$ cat src/rtl/stateen_pkg.sv
package stateen_pkg;
  typedef enum logic [2:0] {
    MODE_U  = 3'b000,
    MODE_HS = 3'b001,
    MODE_M  = 3'b011,
    MODE_VU = 3'b100,
    MODE_VS = 3'b101
  } mode_e;

  typedef enum logic [1:0] {
    LVL_NONE = 2'd0,
    LVL_M    = 2'd1,
    LVL_H    = 2'd2,
    LVL_S    = 2'd3
  } lvl_e;

  localparam logic [11:0] M_BASE = 12'h30C;
  localparam logic [11:0] H_BASE = 12'h60C;
  localparam logic [11:0] S_BASE = 12'h10C;
  localparam int unsigned FP_BIT = 1;
endpackage

$ cat src/rtl/stateen_bank.sv
module stateen_bank #(
  parameter int unsigned XLEN     = 64,
  parameter int unsigned NUM_REGS = 4
) (
  input  logic                               clk_i,
  input  logic                               rst_ni,
  input  logic [NUM_REGS-1:0]                we_i,
  input  logic [XLEN-1:0]                    wdata_i,
  input  logic [XLEN-1:0]                    wmask_i,
  output logic [NUM_REGS-1:0][XLEN-1:0]      q_o
);
  for (genvar g = 0; g < NUM_REGS; g++) begin : g_reg
    always_ff @(posedge clk_i or negedge rst_ni) begin
      if (!rst_ni) q_o[g] <= '0;
      else if (we_i[g]) q_o[g] <= (q_o[g] & ~wmask_i) | (wdata_i & wmask_i);
    end
  end
endmodule

$ cat src/rtl/stateen_check.sv
module stateen_check
  import stateen_pkg::*;
#(
  parameter int unsigned NUM_REGS = 4,
  parameter int unsigned IW       = 2
) (
  input  mode_e               mode_i,
  input  lvl_e                lvl_i,
  input  logic [IW-1:0]       idx_i,
  input  logic                req_i,
  input  logic                fp_insn_i,
  input  logic                fp_present_i,
  input  logic [NUM_REGS-1:0] m_gate_i,
  input  logic [NUM_REGS-1:0] h_gate_i,
  input  logic                m_fp_i,
  input  logic                h_fp_i,
  input  logic                s_fp_i,
  output logic                illegal_o,
  output logic                virt_o
);
  logic ill, vi, mg, hg, is_virt, is_user;

  assign mg      = m_gate_i[idx_i];
  assign hg      = h_gate_i[idx_i];
  assign is_virt = (mode_i == MODE_VS) || (mode_i == MODE_VU);
  assign is_user = (mode_i == MODE_U) || (mode_i == MODE_VU);

  always_comb begin
    ill = 1'b0;
    vi  = 1'b0;
    if (req_i) begin
      case (lvl_i)
        LVL_M: ill = (mode_i != MODE_M);
        LVL_H: begin
          if (mode_i == MODE_HS) ill = !mg;
          else if (mode_i == MODE_U) ill = 1'b1;
          else if (mode_i != MODE_M) begin
            ill = !mg;
            vi  = mg;
          end
        end
        LVL_S: begin
          if (mode_i == MODE_HS) ill = !mg;
          else if (mode_i == MODE_U) ill = 1'b1;
          else if (mode_i == MODE_VS) begin
            ill = !mg;
            vi  = mg && !hg;
          end else if (mode_i != MODE_M) begin
            ill = !mg;
            vi  = mg;
          end
        end
        default: ;
      endcase
    end
    // fp instructions act as fcsr accesses when fp registers are absent
    if (fp_insn_i && !fp_present_i && mode_i != MODE_M) begin
      if (!m_fp_i) ill = 1'b1;
      else if (is_virt && !h_fp_i) vi = 1'b1;
      else if (is_user && !s_fp_i) ill = 1'b1;
    end
  end

  assign illegal_o = ill;
  assign virt_o    = vi && !ill;
endmodule

$ cat src/rtl/stateen_access_unit.sv
module stateen_access_unit
  import stateen_pkg::*;
#(
  parameter int unsigned     XLEN     = 64,
  parameter int unsigned     NUM_REGS = 4,
  parameter logic [XLEN-1:0] IMPL0    = 64'hDE00_0000_0000_0007,
  parameter logic [XLEN-1:0] IMPLN    = 64'h8000_0000_0000_0000
) (
  input  logic            clk_i,
  input  logic            rst_ni,
  input  logic [2:0]      mode_i,
  input  logic [11:0]     csr_addr_i,
  input  logic            csr_rd_i,
  input  logic            csr_wr_i,
  input  logic [XLEN-1:0] csr_wdata_i,
  input  logic            fp_insn_i,
  input  logic            fp_present_i,
  output logic [XLEN-1:0] csr_rdata_o,
  output logic            illegal_o,
  output logic            virt_o
);
  localparam int unsigned     IW       = (NUM_REGS > 1) ? $clog2(NUM_REGS) : 1;
  localparam logic [11:0]     NUM12    = 12'(NUM_REGS);
  localparam logic [XLEN-1:0] GATE_ONE = {1'b1, {(XLEN-1){1'b0}}};
  localparam logic [XLEN-1:0] FP_ONE   = XLEN'(1) << FP_BIT;

  mode_e mode;
  lvl_e  lvl;
  logic [IW-1:0] idx;
  logic req, ok, is_virt;

  logic [NUM_REGS-1:0][XLEN-1:0] m_q, h_q, s_q;
  logic [NUM_REGS-1:0][XLEN-1:0] m_mask, m_eff, h_eff, s_wm;
  logic [NUM_REGS-1:0] m_gate, h_gate, m_we, h_we, s_we, sel;

  assign mode    = mode_e'(mode_i);
  assign is_virt = mode_i[2];
  assign req     = csr_rd_i || csr_wr_i;

  always_comb begin
    lvl = LVL_NONE;
    idx = '0;
    if (csr_addr_i >= M_BASE && csr_addr_i < M_BASE + NUM12) begin
      lvl = LVL_M;
      idx = IW'(csr_addr_i - M_BASE);
    end else if (csr_addr_i >= H_BASE && csr_addr_i < H_BASE + NUM12) begin
      lvl = LVL_H;
      idx = IW'(csr_addr_i - H_BASE);
    end else if (csr_addr_i >= S_BASE && csr_addr_i < S_BASE + NUM12) begin
      lvl = LVL_S;
      idx = IW'(csr_addr_i - S_BASE);
    end
  end

  for (genvar k = 0; k < NUM_REGS; k++) begin : g_eff
    localparam logic [XLEN-1:0] IMPL_K = (k == 0) ? IMPL0 : IMPLN;
    assign m_mask[k] = IMPL_K & ~((k == 0 && fp_present_i) ? FP_ONE : '0);
    assign m_eff[k]  = m_q[k] & m_mask[k];
    assign h_eff[k]  = h_q[k] & m_eff[k];
    // supervisor has no lower level, so its top bit is never implemented
    assign s_wm[k]   = IMPL_K & ~GATE_ONE & m_eff[k] & (is_virt ? h_eff[k] : '1);
    assign m_gate[k] = m_eff[k][XLEN-1];
    assign h_gate[k] = h_eff[k][XLEN-1];
  end

  stateen_check #(.NUM_REGS(NUM_REGS), .IW(IW)) u_check (
    .mode_i       (mode),
    .lvl_i        (lvl),
    .idx_i        (idx),
    .req_i        (req),
    .fp_insn_i    (fp_insn_i),
    .fp_present_i (fp_present_i),
    .m_gate_i     (m_gate),
    .h_gate_i     (h_gate),
    .m_fp_i       (m_eff[0][FP_BIT]),
    .h_fp_i       (h_eff[0][FP_BIT]),
    .s_fp_i       (s_q[0][FP_BIT] & s_wm[0][FP_BIT]),
    .illegal_o    (illegal_o),
    .virt_o       (virt_o)
  );

  assign ok   = req && (lvl != LVL_NONE) && !illegal_o && !virt_o;
  assign sel  = NUM_REGS'(1) << idx;
  assign m_we = (ok && csr_wr_i && lvl == LVL_M) ? sel : '0;
  assign h_we = (ok && csr_wr_i && lvl == LVL_H) ? sel : '0;
  assign s_we = (ok && csr_wr_i && lvl == LVL_S) ? sel : '0;

  always_comb begin
    csr_rdata_o = '0;
    if (ok && csr_rd_i) begin
      case (lvl)
        LVL_M:   csr_rdata_o = m_eff[idx];
        LVL_H:   csr_rdata_o = h_eff[idx];
        LVL_S:   csr_rdata_o = s_q[idx] & s_wm[idx];
        default: csr_rdata_o = '0;
      endcase
    end
  end

  stateen_bank #(.XLEN(XLEN), .NUM_REGS(NUM_REGS)) u_m_bank (
    .clk_i (clk_i), .rst_ni (rst_ni), .we_i (m_we),
    .wdata_i (csr_wdata_i), .wmask_i (m_mask[idx]), .q_o (m_q)
  );
  stateen_bank #(.XLEN(XLEN), .NUM_REGS(NUM_REGS)) u_h_bank (
    .clk_i (clk_i), .rst_ni (rst_ni), .we_i (h_we),
    .wdata_i (csr_wdata_i), .wmask_i (m_eff[idx]), .q_o (h_q)
  );
  stateen_bank #(.XLEN(XLEN), .NUM_REGS(NUM_REGS)) u_s_bank (
    .clk_i (clk_i), .rst_ni (rst_ni), .we_i (s_we),
    .wdata_i (csr_wdata_i), .wmask_i (s_wm[idx]), .q_o (s_q)
  );
endmodule

$ cat config.mk
export PLATFORM = sky130hd
export DESIGN_NAME = stateen_access_unit
export DESIGN_NICKNAME = d
export VERILOG_FILES = /design/src/rtl/stateen_pkg.sv /design/src/rtl/stateen_bank.sv /design/src/rtl/stateen_check.sv /design/src/rtl/stateen_access_unit.sv
export SDC_FILE = /design/constraint.sdc
export NUM_CORES = 1
export LEC_CHECK = 0
export ABC_AREA = 1
export BUFFER_PORTS_ARGS = -buffer_cell sky130_fd_sc_hd__clkbuf_2
export CELL_PAD_IN_SITES_DETAIL_PLACEMENT = 0
export CELL_PAD_IN_SITES_GLOBAL_PLACEMENT = 2
export CORE_UTILIZATION = 28
export DETAILED_ROUTE_END_ITERATION = 10
export PLACE_DENSITY = 0.88
export SYNTH_ARGS = -nofsm -noshare
export SYNTH_HDL_FRONTEND = slang
export SYNTH_SLANG_ARGS = --single-unit
$ cat constraint.sdc
create_clock -name clk_i -period 2.9 [get_ports clk_i]
set_input_delay 0.29 -clock clk_i [delete_from_list [all_inputs] [get_ports clk_i]]
set_output_delay 0.29 -clock clk_i [all_outputs]
set_load 0.01 [all_outputs]
==> out/metrics.cfg, run 1 <==
[detailed_routing]
drc_errors=0
drt_iter0_markers=173
wire_per_inst_um=11.9
wirelength_um=8010
vias=2813
first_pass_iters=4
via_per_inst=4.17
antenna_left=0

[critical_path]
start_kind=input port
required_ps=2610
crit_chain=clkbuf_2 -> nor2_1 -> nand2_1 -> nor2_1 -> nand2_2 -> nand2_4 -> nand4_1 -> nand2_2 -> nor2_4 -> nand2_2 -> nand2_1 -> nand2_2 -> nand4_4 -> nor2_8 -> nand2_4 -> a311oi_1 -> clkbuf_2
crit_path_max_incr_delay_ps=290
crit_top_cell=nand2_2
crit_type=input port to output port
cp_num_buf_inv=2
critical_path.max_fanout=9
critical_path.slowest_cell=a311oi_1
end_kind=output port
worst_path_dominant_cell_family=simple AND/OR/NAND/NOR gates
worstPathArrival_ps=2350
rrSetupSlack_ps=840

[floorplanning]
dieArea_um2=13200
rows=40
die_h_um=115
core_area_um2=12200
die_x_um=115
pin_count=151
start_util=0.293

[global_routing]
met1_usage=0.166
use_met3=0.0264
antenna_found_initial=0
busiest_layer=met2
overflow=0
track_usage=0.126
grt_pass1_vias=2565
grt_start_max_net_pins=24
grt_pass1_wl_um=12800
use_met2=0.211

[finish]
diodes=0
multi_input_area_um2=1600
syn2layout_area_growth_pct=9.55
fillers=1312
layout-drive-gt1-share=0.184
seqCellArea_um2=1400
final_cells=674
nets=590
design_area_um2=3920

[timing]
tightest_slew_ps=614
skew_ps=12.8
rsz0062_at_grt=no
fin_hold_ws_ps=-5.53
setup_violations=0
clock.fmax_ghz=0.379
finalCriticalPeriod_ps=2640
timing.final.max_slew_violations=0
hold_viol_final=14
slew_headroom=0.590
finalSetupTns_ps=0
period_share=0.911

[status]
status=finished with violations
violations=hold timing

[cts]
clockBufferDepth=2
post_cts_buffers=0
clock_sinks=56
clkLatencyLatePin_ps=300
htreeDepth=2
clkTransAtPathRegs_ps=80
cts_tree=built
cts_inserted_buffers=5
cts_root_buf=clkbuf_16
ctsHoldBuffers=0

[logic_synthesis]
syn_inst=481
synth_area_um2=3580
syn_avg_cell_area_um2=7.43
ys_warn_count=0
synth_cell_types=31
seq_area_frac_synth=0.392
synth_top_cell_area_share=0.392
ys_top_cells_by_area=dfrtp_1, buf_4, nand2_1
yosys.area.top_type=dfrtp_1
synth_seq_cells=56

[power]
p_per_area_nw_per_um2=415
power.total_uw=1630
leakage_uw=0.00220
peakVddDrop_uv=298

[min_path]
hp-class=input port to async pin

[place]
hpwlAfterDp_um=5950
portBuffers=40
place_area_um2=3720
placed_cells=666
gp_congestion=0.774

[run]
maxCapViolCount=0

## per-stage QoR
| stage | worst slack (ps) | utilization |
|---|---|---|
| 4_1_cts | 122 | 0.319 |
| 3_3_place_gp | 177 | 0.304 |
| 2_1_floorplan | 631 | - |
| 3_5_place_dp | 140 | 0.304 |
| 5_1_grt | 7.57 | 0.321 |
| 6_report | 259 | 0.321 |
## Yosys cell counts
cell type / n
nor2_1: 43
a211o_1: 1
nand2_4: 3
nand2_1: 106
buf_6: 1
nand4_2: 1
nand4_1: 13
nor3_1: 6
buf_2: 2
nor2_4: 3
clkbuf_1: 28
a311oi_1: 8
dfrtp_1: 56
nand4_4: 2
nand2_2: 14
o21ai_0: 11
conb_1: 1
o21ai_1: 15
nor2_2: 3
inv_1: 63
buf_4: 55
a21oi_1: 11
clkinv_1: 2
nor3_2: 1
and3_1: 1
nand3_4: 1
nand3b_1: 1
o21ai_4: 1
inv_2: 3
nand3_1: 23
nor2_8: 2
## worst paths after layout
path | from | end | depth (start not counted)
max | csr_addr_i[10] | csr_rdata_o[0] | 17
min | rst_ni | async pin | 1
min in group clk_i | csr_wdata_i[57] | flop | 3
max in group asynchronous | rst_ni | async pin | 2
min reg2reg | flop | flop | 0
max reg2reg | flop | flop | 14
## what timing repair did
action	4_1_cts	5_1_grt
endpoints found under the setup margin	0	8
endpoints found under the hold margin	0	0
gates resized for setup	0	3
## cell families after synthesis
| kind of cell | count (synthesis) | synth area share |
|---|---|---|
| compound gates | 47 | 0.0784 |
| flops | 56 | 0.392 |
| buf+inv | 154 | 0.222 |
| simple gates | 223 | 0.307 |
| other cells | 1 | 0.00105 |
## where the power goes
part	switching (µW)	total (µW)	leakage, µW	internal (µW)
Sequential	0.00348	780	0.000720	780
Clock	276	731	0.0000901	455
Combinational	89.9	115	0.00139	25.1
Total	366	1630	0.00220	1260
## worst register-to-register path, delay by kind of cell, from the launching register on
kind | cells | cell delay [ps]
flops | 1 | 370
compound gates | 2 | 390
simple gates | 9 | 900
buf+inv | 3 | 310
## layer usage
metal	share of wire	wire length [µm]	vias to the layer above
li1	-	-	1423
met1	0.46	3660	1296
met2	0.47	3780	89
met3	0.064	512	5
met4	0.0065	52	0
met5	0	0	-
## placed cells by master (no fill, tap or decap)
| cell | synthesis | layout |
|---|---|---|
| clkbuf_2 | 0 | 40 |
| bufinv_16 | 0 | 1 |
| nor2_2 | 3 | 3 |
| nand3_4 | 1 | 1 |
| clkinv_1 | 2 | 2 |
| nor3_2 | 1 | 1 |
| clkbuf_8 | 0 | 2 |
| nor3_1 | 6 | 6 |
| nand2_1 | 106 | 106 |
| nand2_4 | 3 | 4 |
| nand3_1 | 23 | 23 |
| a311oi_2 | 0 | 2 |
| o21ai_1 | 15 | 15 |
| a211o_1 | 1 | 1 |
| buf_4 | 55 | 9 |
| inv_1 | 63 | 63 |
| nand4_2 | 1 | 1 |
| o21ai_4 | 1 | 1 |
| and3_1 | 1 | 1 |
| nor2_8 | 2 | 2 |
| nor2_4 | 3 | 3 |
| nor2_1 | 43 | 43 |
| inv_2 | 3 | 3 |
| nand3b_1 | 1 | 1 |
| a21oi_1 | 11 | 11 |
| dfrtp_1 | 56 | 56 |
| clkbuf_16 | 0 | 5 |
| nand4_4 | 2 | 2 |
| o21ai_0 | 11 | 11 |
| nand2_2 | 14 | 13 |
| nand4_1 | 13 | 13 |
| a311oi_1 | 8 | 6 |
| conb_1 | 1 | 55 |
## cell type report
cell class              instances  area share
repair buffers                 49      0.0683
well taps                     168      0.0537
flip-flops and latches         56       0.358
multi-input cells             325       0.408
inverters                      68      0.0652
clock inverters                 1     0.00767
clock buffers                   7      0.0390
(Power assumes the default switching activity.)
==> run 2, diff against run 1 <==
--- a/config.mk
+++ b/config.mk
@@ -12,6 +12,7 @@
 export CORE_UTILIZATION = 28
 export DETAILED_ROUTE_END_ITERATION = 10
 export PLACE_DENSITY = 0.88
+export RECOVER_POWER = 50
 export SYNTH_ARGS = -nofsm -noshare
 export SYNTH_HDL_FRONTEND = slang
 export SYNTH_SLANG_ARGS = --single-unit
==> run 2 against run 1 <==
  * The run now ends clean
  * Critical path type unchanged
  * Design area down 0.22%
  * Combinational power about the same
  * Wire length up 0.16%
==> out/metrics.cfg, run 2 (synthesis gave the netlist of run 1 again) <==
[timing]
tightest_slew_ps=1310
slew_headroom=0.124
timing.final.max_slew_violations=0
fin_hold_ws_ps=248
clock.fmax_ghz=0.377
finalCriticalPeriod_ps=2650
period_share=0.915
finalSetupTns_ps=0
rsz0062_at_grt=no
setup_violations=0
setup_ws_ps=247
hold_viol_final=0
skew_ps=11.2

[floorplanning]
die_h_um=115
dieArea_um2=13200
start_util=0.293
core_area_um2=12200
pin_count=151
rows=40
die_x_um=115

[detailed_routing]
vias=2787
first_pass_iters=4
via_per_inst=4.14
antenna_left=0
wire_per_inst_um=11.9
wirelength_um=8030
drt_iter0_markers=185
drc_errors=0

[place]
hpwlAfterDp_um=5950
gp_congestion=0.774
post-place-ws_ps=140
portBuffers=40
placed_cells=666

[finish]
diodes=0
syn2layout_area_growth_pct=9.31
final_cells=674
post-route-util=0.320
final_common_cell=nand2_1
nets=590
layout-drive-gt1-share=0.178
final_cell_mix=nand2_1, inv_1, dfrtp_1

[cts]
cts_tree=built
clockBufferDepth=2
cts_inserted_buffers=5
clkLatencyLatePin_ps=300
ctsHoldBuffers=0
clock_sinks=56
cts_root_buf=clkbuf_16
htreeDepth=2
clkTransAtPathRegs_ps=80
post_cts_buffers=0

[global_routing]
met1_usage=0.166
antenna_found_initial=0
grt_pass1_vias=2565
use_met3=0.0264
track_usage=0.126
use_met2=0.211
grt_pass1_wl_um=12800
overflow=0
grt_start_max_net_pins=24
busiest_layer=met2

[critical_path]
crit_type=input port to output port
worstPathArrival_ps=2360
rrSetupSlack_ps=840
critical_path.max_fanout=9
required_ps=2610
end_kind=output port
start_kind=input port

[power]
peakVddDrop_uv=299
p_per_area_nw_per_um2=416
leakage_uw=0.00219
p_int_uw=1260
power_frac_seq=0.480
p_switching_uw=367
switching_share=0.226
p_clk_frac=0.450
power.share.combinational=0.070

[status]
status=finished, final reports clean

[run]
maxCapViolCount=0

[min_path]
hp-class=input port to flop

==> run 2: cell types whose count changed in the layout (fill, tap and decap cells not counted) <==
| cell | change |
|---|---|
| clkbuf_2 | -1 |
| clkbuf_1 | +3 |
| buf_4 | -2 |
==> run 2: critical path, stage by stage <==
cell      delay, ps
clkbuf_2        100
nor2_1          140
nand2_1          60
nor2_1          110
nand2_2         110
nand2_4         150
nand4_1         160
nand2_2         140
nor2_4           60
nand2_2          50
nand2_1          60
nand2_2          90
nand4_4         100
nor2_8          130
nand2_4         120
a311oi_1        300
clkbuf_2        200
==> run 2: worst paths after layout <==
kind                                      from                            end  depth (start not counted)
worst max-delay path            csr_addr_i[10]                 csr_rdata_o[0]                         17
worst min-delay path            csr_wdata_i[2]                           flop                          3
worst max register to register            flop                           flop                         14
worst min register to register            flop                           flop                          0
max in group asynchronous               rst_ni  u_m_bank.q_o[127]$_DFFE_PN0P_                          2
min in group asynchronous               rst_ni                      async pin                          1
==> run 2: routing by layer <==
layer / up-vias / routed length, µm
li1: 1421 / -
met1: 1278 / 3720
met2: 82 / 3760
met3: 6 / 477
met4: 0 / 65
met5: - / 0
==> run 2: layout make-up <==
type	instances	area (µm²)
Clock inverter	1	30.0
Tap cell	168	210
Timing Repair Buffer	49	259
Multi-Input combinational cell	325	1600
Inverter	68	255
Clock buffer	7	153
Fill cell	1317	8300
Sequential cell	56	1400
==> run 2: power groups by stage <==
| stage | combinational, µW | sequential, µW | clock [µW] |
|---|---|---|---|
| 6_report | 114 | 780 | 732 |
| 5_1_grt | 130 | 780 | 770 |
| 4_1_cts | 116 | 780 | 744 |
| 3_5_place_dp | 115 | 796 | 0 |
| 3_3_place_gp | 114 | 796 | 0 |
| 2_1_floorplan | 117 | 796 | 0 |
==> run 2: what timing repair did <==
| item | 4_1_cts | 5_1_grt |
|---|---|---|
| gates resized for setup | 0 | 3 |
| endpoints found under the hold margin | 0 | 0 |
| setup endpoints to repair | 0 | 8 |
==> run 2: per-stage QoR <==
step / total power (µW) / instance area (µm²)
final: 1630 / 3910
after global routing: 1680 / 3910
after CTS: 1640 / 3900
after detailed placement: 911 / 3720
after global placement: 910 / 3720
after floorplan: 913 / 3780
==> run 3, diff against run 2 <==
--- a/config.mk
+++ b/config.mk
@@ -11,7 +11,7 @@
 export CELL_PAD_IN_SITES_GLOBAL_PLACEMENT = 2
 export CORE_UTILIZATION = 28
 export DETAILED_ROUTE_END_ITERATION = 10
-export PLACE_DENSITY = 0.88
+export PLACE_DENSITY = 0.9
 export RECOVER_POWER = 50
 export SYNTH_ARGS = -nofsm -noshare
 export SYNTH_HDL_FRONTEND = slang
==> run 3 against run 2 <==
  * The flow now finishes with violations (capacitance limit, slew limit)
  * Die area did not move
  * Core utilization shrank 0.27 points
  * Wire length grew 2.4%
  * Setup slack worse by 110 ps
  * Sequential share of layout area grew 0.30 points
  * Clock skew is 5.9 ps lower
  * Fmax down 3.9%
==> out/metrics.cfg, run 3 (synthesis gave the netlist of run 1 again) <==
[status]
status=finished with violations
violations=capacitance limit, slew limit

[floorplanning]
core_area_um2=12200
rows=40
dieArea_um2=13200
die_h_um=115
pin_count=151
start_util=0.293
die_x_um=115

[detailed_routing]
wirelength_um=8220
route.met2.wl_um=3820
maxUsedRoutingLayer=met4
met3RoutedLength_um=540
drc_errors=0
vias=2820
via_per_inst=4.18
antenna_left=0
wl_met1_um=3790
first_pass_iters=5
wire_per_inst_um=12.2
drt_iter0_markers=210

[global_routing]
overflow=0
grt_pass1_wl_um=13000
track_usage=0.129
grt_start_max_net_pins=42
antenna_found_initial=0
grt_pass1_vias=2624

[finish]
nets=591
diodes=0
final_cell_mix=nand2_1, inv_1, dfrtp_1
final_cells=675
final_common_cell=nand2_1
post-route-util=0.317
syn2layout_area_growth_pct=8.40
layout-drive-gt1-share=0.178

[critical_path]
end_kind=output port
crit_top_cell=nand2_2
critical_path.max_fanout=9
crit_type=input port to output port
r2r_cells=14
required_ps=2610
crit_chain=clkbuf_2 -> nor2_1 -> nand2_1 -> nor2_1 -> nand2_2 -> nand2_4 -> nand4_1 -> nand2_2 -> nor2_4 -> nand2_2 -> nand2_1 -> nand2_2 -> nand4_4 -> nor2_8 -> nand2_2 -> a311oi_1 -> clkbuf_2
start_kind=input port
cp_num_buf_inv=2
rrSetupSlack_ps=810
critical_path.slowest_cell=a311oi_1
worst_path_dominant_cell_family=simple AND/OR/NAND/NOR gates
crit_path_max_incr_delay_ps=340
worstPathArrival_ps=2470

[place]
post-place-ws_ps=140
gp_congestion=0.773
placed_cells=667
portBuffers=40
hpwlAfterDp_um=5910

[timing]
skew_ps=5.26
slew_headroom=-0.543
finalCriticalPeriod_ps=2760
period_share=0.952
hold_viol_final=0
clock.fmax_ghz=0.362
tightest_slew_ps=2320
rsz0062_at_grt=yes
setup_ws_ps=139
finalSetupTns_ps=0
setup_violations=0
timing.final.max_slew_violations=42

[power]
power.total_uw=1510
peakVddDrop_uv=222
leakage_uw=0.00217
p_per_area_nw_per_um2=391

[cts]
htreeDepth=2
ctsHoldBuffers=0
clkTransAtPathRegs_ps=70
clock_sinks=56
cts_root_buf=clkbuf_16
clockBufferDepth=2
cts_inserted_buffers=5
clkLatencyLatePin_ps=290
cts_tree=built

[min_path]
hold-path-cell-count=3
hp-start=csr_wdata_i[0]
hp-class=input port to flop

[run]
maxCapViolCount=1

-- run 3: layer usage --
layer,GRT usage,up-vias
met5,0,-
met4,0.0355,0
met3,0.0285,6
met2,0.212,97
met1,0.172,1288
li1,-,1429
-- run 3: worst max-delay path by stage --
stage / slack [ps] / depth (start not counted) / start / to
final: 140 / 17 / csr_addr_i[10] / csr_rdata_o[0]
after CTS: 130 / 17 / csr_addr_i[10] / csr_rdata_o[0]
after global placement: 180 / 17 / csr_addr_i[10] / csr_rdata_o[60]
after detailed placement: 140 / 17 / csr_addr_i[10] / csr_rdata_o[0]
after global routing: -30 / 17 / csr_addr_i[10] / csr_rdata_o[0]
after floorplan: 630 / 15 / csr_addr_i[4] / csr_rdata_o[0]
-- run 3: layout make-up --
type	instances	area [µm²]
Fill cell	1327	8340
Timing Repair Buffer	50	274
Tap cell	168	210
Clock buffer	8	146
Multi-Input combinational cell	325	1590
Inverter	68	255
Sequential cell	56	1400
-- run 3: worst reg2reg max path: cells and delay by family (launching register included) --
family          cells  cell delay, ps
simple gates        9             910
compound gates      2             400
buf+inv             3             330
flops               1             380
-- run 3: report_power, final --
group	switching, µW	internal (µW)
registers	0.00369	780
logic	90.5	25.0
clock network	273	346
total	363	1150
-- run 3: what timing repair did --
item                                    in CTS  in global routing
buffers inserted                             0                  0
endpoints found under the setup margin       0                  4
gates resized for setup                      0                  1
-- run 3: metrics by stage --
step | instance area, µm² | hold WS [ps]
CTS | 3870 | 231
finish | 3880 | 247
floorplan | 3780 | -5.59
global placement | 3720 | 365
detailed placement | 3720 | 366
global route | 3880 | 257
